===== config.mk =====
export PLATFORM = sky130hd
export DESIGN_NAME = cbz_engine
export DESIGN_NICKNAME = d
export VERILOG_FILES = /design/src/rtl/cbz_engine.sv
export SDC_FILE = /design/constraint.sdc
export NUM_CORES = 1
export LEC_CHECK = 0
export BUFFER_PORTS_ARGS = -buffer_cell sky130_fd_sc_hd__buf_2
export CAP_MARGIN = 15
export CORE_UTILIZATION = 39
export DETAILED_ROUTE_END_ITERATION = 12
export GPL_ROUTABILITY_DRIVEN = 0
export HOLD_SLACK_MARGIN = 0.12
export MAX_ROUTING_LAYER = met4
export PLACE_DENSITY = 0.82
export SYNTH_ARGS = -nofsm -noshare
export SYNTH_HDL_FRONTEND = slang
export SYNTH_SLANG_ARGS = --single-unit
export TNS_END_PERCENT = 20

===== constraint.sdc =====
create_clock -name clk -period 1.7 [get_ports clk]
set_input_delay 0.425 -clock clk [delete_from_list [all_inputs] [get_ports clk]]
set_output_delay 0.425 -clock clk [all_outputs]
set_load 0.05 [all_outputs]

===== src/rtl/cbz_engine.sv =====
module cbz_engine #(
  parameter int ADDR_W      = 32,
  parameter int WORD_BYTES  = 4,
  parameter int BLOCK_BYTES = 64
) (
  input  logic                    clk,
  input  logic                    rst_n,
  input  logic                    req_valid,
  input  logic [ADDR_W-1:0]       req_vaddr,
  input  logic                    req_zero_en,
  input  logic                    req_store_ok,
  output logic                    mem_valid,
  output logic [ADDR_W-1:0]       mem_addr,
  output logic [8*WORD_BYTES-1:0] mem_wdata,
  output logic [WORD_BYTES-1:0]   mem_strb,
  input  logic                    mem_ready,
  output logic                    done,
  output logic                    exc_disabled,
  output logic                    exc_access
);
  localparam int BEATS  = BLOCK_BYTES / WORD_BYTES;
  localparam int BEAT_W = (BEATS > 1) ? $clog2(BEATS) : 1;
  localparam int WSH    = $clog2(WORD_BYTES);
  localparam logic [ADDR_W-1:0] LOW_MASK = ADDR_W'(BLOCK_BYTES - 1);

  if ((WORD_BYTES & (WORD_BYTES - 1)) != 0 || (BLOCK_BYTES & (BLOCK_BYTES - 1)) != 0
      || BLOCK_BYTES < WORD_BYTES) begin : g_bad_size
    $error("cbz_engine: BLOCK_BYTES and WORD_BYTES must be powers of two, BLOCK_BYTES >= WORD_BYTES");
  end

  typedef enum logic [1:0] {S_IDLE, S_CHECK, S_WRITE, S_DONE} st_t;

  st_t               state;
  logic [ADDR_W-1:0] base;
  logic [BEAT_W-1:0] beat;
  logic              en_q, ok_q, exd_q, exa_q;
  logic              last_beat;

  assign last_beat = (beat == BEAT_W'(BEATS - 1));

  always_ff @(posedge clk) begin
    if (!rst_n) begin
      state <= S_IDLE;
      base  <= '0;
      beat  <= '0;
      en_q  <= 1'b0;
      ok_q  <= 1'b0;
      exd_q <= 1'b0;
      exa_q <= 1'b0;
    end else begin
      case (state)
        S_IDLE: if (req_valid) begin
          base  <= req_vaddr & ~LOW_MASK;
          en_q  <= req_zero_en;
          ok_q  <= req_store_ok;
          state <= S_CHECK;
        end
        S_CHECK: begin
          beat <= '0;
          if (!en_q) begin
            exd_q <= 1'b1;
            state <= S_DONE;
          end else if (!ok_q) begin
            exa_q <= 1'b1;
            state <= S_DONE;
          end else begin
            state <= S_WRITE;
          end
        end
        S_WRITE: if (mem_ready) begin
          if (last_beat) state <= S_DONE;
          else           beat  <= beat + 1'b1;
        end
        default: begin
          exd_q <= 1'b0;
          exa_q <= 1'b0;
          state <= S_IDLE;
        end
      endcase
    end
  end

  assign mem_valid    = (state == S_WRITE);
  assign mem_addr     = base | (ADDR_W'(beat) << WSH);
  assign mem_wdata    = '0;
  assign mem_strb     = '1;
  assign done         = (state == S_DONE);
  assign exc_disabled = exd_q;
  assign exc_access   = exa_q;
endmodule


# --- Word-level counts from Yosys, hierarchy flattened ---
# Cells that the tools add are included.
classes:
  n_reduce_logical: 8
  n_eq_ne: 11
  addsub: 1
  mux: 14
  n_bitwise: 2
ops:
  columns: ["cell", "n"]
  rows:
  - ["32-bit by 6-bit bitwise OR with 32-bit output", 1]
  - ["2-bit != test (second input constant)", 5]
  - ["3-bit AND reduction", 3]
  - ["4-bit two-way mux", 2]
  - ["4-bit case mux with 2 select lines", 1]
  - ["2-bit two-way mux", 3]
  - ["2-bit case mux with 3 select lines", 1]
  - ["1-bit two-way mux", 5]
  - ["4-bit by 1-bit adder with 4-bit output (second input constant)", 1]
  - ["2-bit == test (second input constant)", 2]
  - ["4-bit == test (second input constant)", 1]
  - ["2-bit by 1-bit != test with 1-bit output (second input constant)", 2]
  - ["1-bit case mux with 2 select lines", 2]
  - ["2-bit AND reduction", 2]
  - ["2-bit by 1-bit == test with 1-bit output (second input constant)", 1]
  - ["2-bit logical NOT", 1]
  - ["2-bit nonzero test", 1]
  - ["2-bit OR reduction", 1]
  - ["1-bit NOT", 1]
totals:
  register_bits: 36
  in_bits: 38

# --- Longest topological paths before layout ---
depth:
  ltp_word: 4
  ltp_mapped: 7
  mapped_depth_nobuf: 5

# --- Worst setup path before layout ---
# Ideal clock, no wire load.
synth_timing:
  kind: "reg-to-reg"
  start: "register beat[0]"
  end: "register state[0]"
  setup_slack_ns: -0.012
  required_time_ns: 1.628
  stages_incl_launch_ff: 5
  period_less_slack_ns: 1.712
  n_path_buf: 0
  t_arrival_ns: 1.639
  setup_time_ns: 0.072
  path_cell_list: "dfxtp_1 ha_1 nand3_1 a222oi_1 mux2i_1"
synth_via:
  elab_chain_cells: 3
synth_rtl:
  columns: ["element", "line_no", "text"]
  rows:
  - ["start: declaration", "35", "logic [BEAT_W-1:0] beat;"]
  - ["start signal: assignment", "72", "else beat <= beat + 1'b1;"]
  - ["4-bit == test", "39", "assign last_beat = (beat == BEAT_W'(BEATS - 1));"]
  - ["2-bit by 1-bit != test with 1-bit output (no source line)", null, null]
  - ["3-bit AND reduction (no source line)", null, null]
  - ["end signal: assignment", "43", "state <= S_IDLE;"]
  - ["end signal: assignment", "56", "state <= S_CHECK;"]
  - ["end signal: assignment", "62", "state <= S_DONE;"]
  - ["end: declaration", "33", "st_t state;"]
# No other way between the ends.
# A chain may end at the register's enable or synchronous reset.

# --- Worst setup path in the final report ---
layout_timing:
  start: "register state[0]"
  end: "output port mem_valid"
layout_via:
  elab_chain_cells: 1
layout_rtl:
  columns: ["element", "line_no", "text"]
  rows:
  - ["2-bit == test", "83", "assign mem_valid = (state == S_WRITE);"]
  - ["end: declaration", "12", "output logic mem_valid,"]
# No other way between the ends.

==> Implementation_results.wiki <==
{| class="wikitable"
! Metric !! Value
|-
| Largest net degree at the start of global routing || 21
|-
| Leakage component of the power || 1.069 nW
|-
| Clk Latency, worst-skew pair || 280 ps
|-
| Critical path type || reg2out
|-
| Sequential cell area fraction in the yosys report || 0.4011
|-
| Final Power || 3.455 mW
|-
| Crit. End Element || output pin
|-
| Worst path arrival time || 1170 ps
|-
| Library cell occupying the most area in the post-synthesis netlist || sky130_fd_sc_hd__dfxtp_1
|-
| Post-DRT Antenna Nets || 0
|-
| CTS HTree Levels || 2
|-
| Combined area of all synthesized cells || 0.001797 mm2
|-
| Filler cell count || 418
|-
| Leading cell types by total area after synthesis || sky130_fd_sc_hd__dfxtp_1, sky130_fd_sc_hd__buf_4, sky130_fd_sc_hd__nand2_1
|-
| Area share of the leading cell type in the synthesized netlist || 0.4011
|-
| Maximum clock skew at final layout || 5.163 ps
|-
| TritonCTS clock tree || built
|-
| Port Buf Inserts || 65
|-
| Fmax || 0.6267 GHz
|-
| Unrepaired setup endpoints after global routing || no
|-
| Cell type of the slowest stage on the worst timing path || sky130_fd_sc_hd__dfxtp_1
|-
| Number of warnings printed during yosys synthesis || 0
|-
| Worst voltage drop across the vdd grid || 0.0006700 V
|-
| Number of sinks handled by clock tree synthesis || 36
|-
| Final Non-Filler Cells || 341
|-
| Most repeated cell in the gate-level netlist after synthesis || sky130_fd_sc_hd__nand2_1
|-
| Count of different cell masters after synthesis || 28
|-
| P&R area growth vs syn || 19.57%
|-
| Setup total negative slack || 0 ps
|-
| Async S/R FF share, synth || 0
|-
| Critical path fanouts, max || 7
|-
| Maximum clock path buffer count || 2
|-
| Detailed router's first-iteration violation count || 42
|-
| Layer with the highest usage || met2
|-
| Required arrival time at the worst endpoint || 1270 ps
|-
| Boundary pin count || 110
|-
| Average vias per placed instance || 4.493
|-
| Initial antenna violation count || 0
|-
| Largest stage delay on the critical path || 310 ps
|-
| Chain of cells forming the critical path || inv_1, ha_2, buf_4
|-
| Number of buffers added by the clock tree synthesis step || 5
|-
| Main flop type after synthesis || sky130_fd_sc_hd__dfxtp_1
|-
| Width of the die || 69.88 um
|-
| Library cell used as clock root buffer || sky130_fd_sc_hd__clkbuf_8
|-
| Antenna diode instance count || 0
|-
| Critical path startpoint category || flip-flop
|-
| Final Routed Wirelength || 3374 um
|-
| Global-route met3 utilization || 0.05195
|-
| Number of rows in the core area || 24
|-
| Final slew viol count || 0
|-
| Synth Instances || 221
|-
| Share of the clock period used by the worst path after layout || 0.9386
|-
| Met2 Use GR || 0.2212
|-
| Via count of the first global-routing pass || 1268
|-
| Seq cells post-synth || 36
|-
| DRC violation count after routing || 0
|-
| Average cell area after synthesis || 8.130 um2
|-
| Layout cells sized above 1 || 0.2941
|-
| Final routed wire length divided by cell count || 9.894 um
|-
| First-pass detailed-route iteration total || 4
|-
| Final number of setup-violating endpoints || 0
|-
| Minimum clock period || 1596 ps
|-
| Top cell types by occurrence after synthesis || sky130_fd_sc_hd__nand2_1, sky130_fd_sc_hd__buf_4, sky130_fd_sc_hd__dfxtp_1
|-
| DIE AREA || 0.004883 mm2
|-
| Fin. Hold Viols || 0
|-
| Hpwl dp || 2520 um
|-
| Chip height || 69.88 um
|-
| PD cells || 1608 mW/mm2
|-
| Area inside the core boundary || 0.004384 mm2
|-
| EDFF count, synth || 0
|-
| Remaining global-route overflow || 0
|-
| First-pass GRT wire length || 5664 um
|-
| Register clock-pin slew on the reported worst setup and hold paths || 80 ps
|-
| Result of the run || completed
|-
| GRT Overall Usage || 0.1482
|-
| Number of maximum-capacitance violations || 0
|-
| Final #Nets || 334
|-
| Met1 routing resource usage after global routing || 0.1873
|-
| Inst Count DP || 333
|-
| Number of vias after detailed routing || 1532
|-
| Worst min-delay path class || in2reg
|-
| Starting density of the core || 0.4098
|}
worst max-delay path: cells and delay by family, from the launching register on:
| family | cells | cell delay, ps |
|---|---|---|
| buffers and inverters | 2 | 320 |
| DFF | 1 | 310 |
| adders and majority gates | 1 | 250 |
power breakdown:
group / switching, mW / internal, mW
clock: 0.311 / 0.434
combinational: 1.19 / 0.440
sequential: 0.0841 / 1.00
through the flow:
step	utilization	setup slack (ps)	hold WS (ps)	instance area, um2
after floorplan	-	4.921	447.5	1933
after global placement	0.4632	156.0	439.3	2031
after detailed placement	0.4632	122.2	442.9	2031
after CTS	0.4897	42.32	362.3	2147
after global routing	0.4900	26.43	367.5	2148
final	0.4900	104.3	368.4	2148
layout by cell type (no fill, tap or decap), drive strengths merged, types with 3 or more instances in the layout:
cell type / instances
dfxtp: 36
a211oi: 4
conb: 38
inv: 7
nand3: 3
mux2i: 4
nand2: 61
buf: 72
clkbuf: 5
ha: 8
a21oi: 30
repair_timing:
item | 4_1_cts | 5_1_grt
hold buffers | 0 | 0
pin swaps | 0 | 1
buffers inserted | 0 | 0
cloned | 0 | 0
endpoints found under the setup margin | 1 | 3
gates resized for setup | 2 | 2
area by class of cell:
cell class	instances	area, um2	share of cell area
Multi-Input combinational cell	166	842.1	0.3920
Sequential cell	36	723.2	0.3366
Timing Repair Buffer	72	380.4	0.1771
Clock buffer	5	68.82	0.03203
Tap cell	52	65.06	0.03029
Clock inverter	3	42.54	0.01980
Inverter	7	26.28	0.01223
registers in the layout, indices dropped and copies added (netlist names):
name and cells:
beat 4, exc_access 1, ok_q 1, en_q 1, state 2, exc_disabled 1
base 26
metal layers:
| layer | vias to the layer above | routed length, um | part of all wire |
|---|---|---|---|
| li1 | 783 | - | - |
| met1 | 680 | 1531 | 0.45 |
| met2 | 64 | 1571 | 0.47 |
| met3 | 5 | 230 | 0.068 |
| met4 | 0 | 40 | 0.012 |
| met5 | - | 0 | 0 |
logic make-up (layout without fill, tap and decap cells):
family | count (synthesis) | in the layout | synth area share
flip-flops | 36 | 36 | 0.4011
other | 2 | 38 | 0.004180
AO/OA/AOI/OAI | 43 | 43 | 0.1386
buffers and inverters | 55 | 87 | 0.2068
AND/OR/NAND/NOR | 72 | 72 | 0.1650
multiplexers | 5 | 5 | 0.02855
adder cells (fa/ha/maj) | 8 | 8 | 0.05571
worst paths after layout:
kind                                     from         to  slack, ps  depth (start not counted)
worst max-delay path                 state[0]  mem_valid        100                          3
worst min-delay path            req_vaddr[20]   base[20]        370                          3
worst max register to register       state[0]   state[1]        180                          4
worst min register to register       base[11]   base[11]        450                          2
Power figures use the tool's default switching activity.
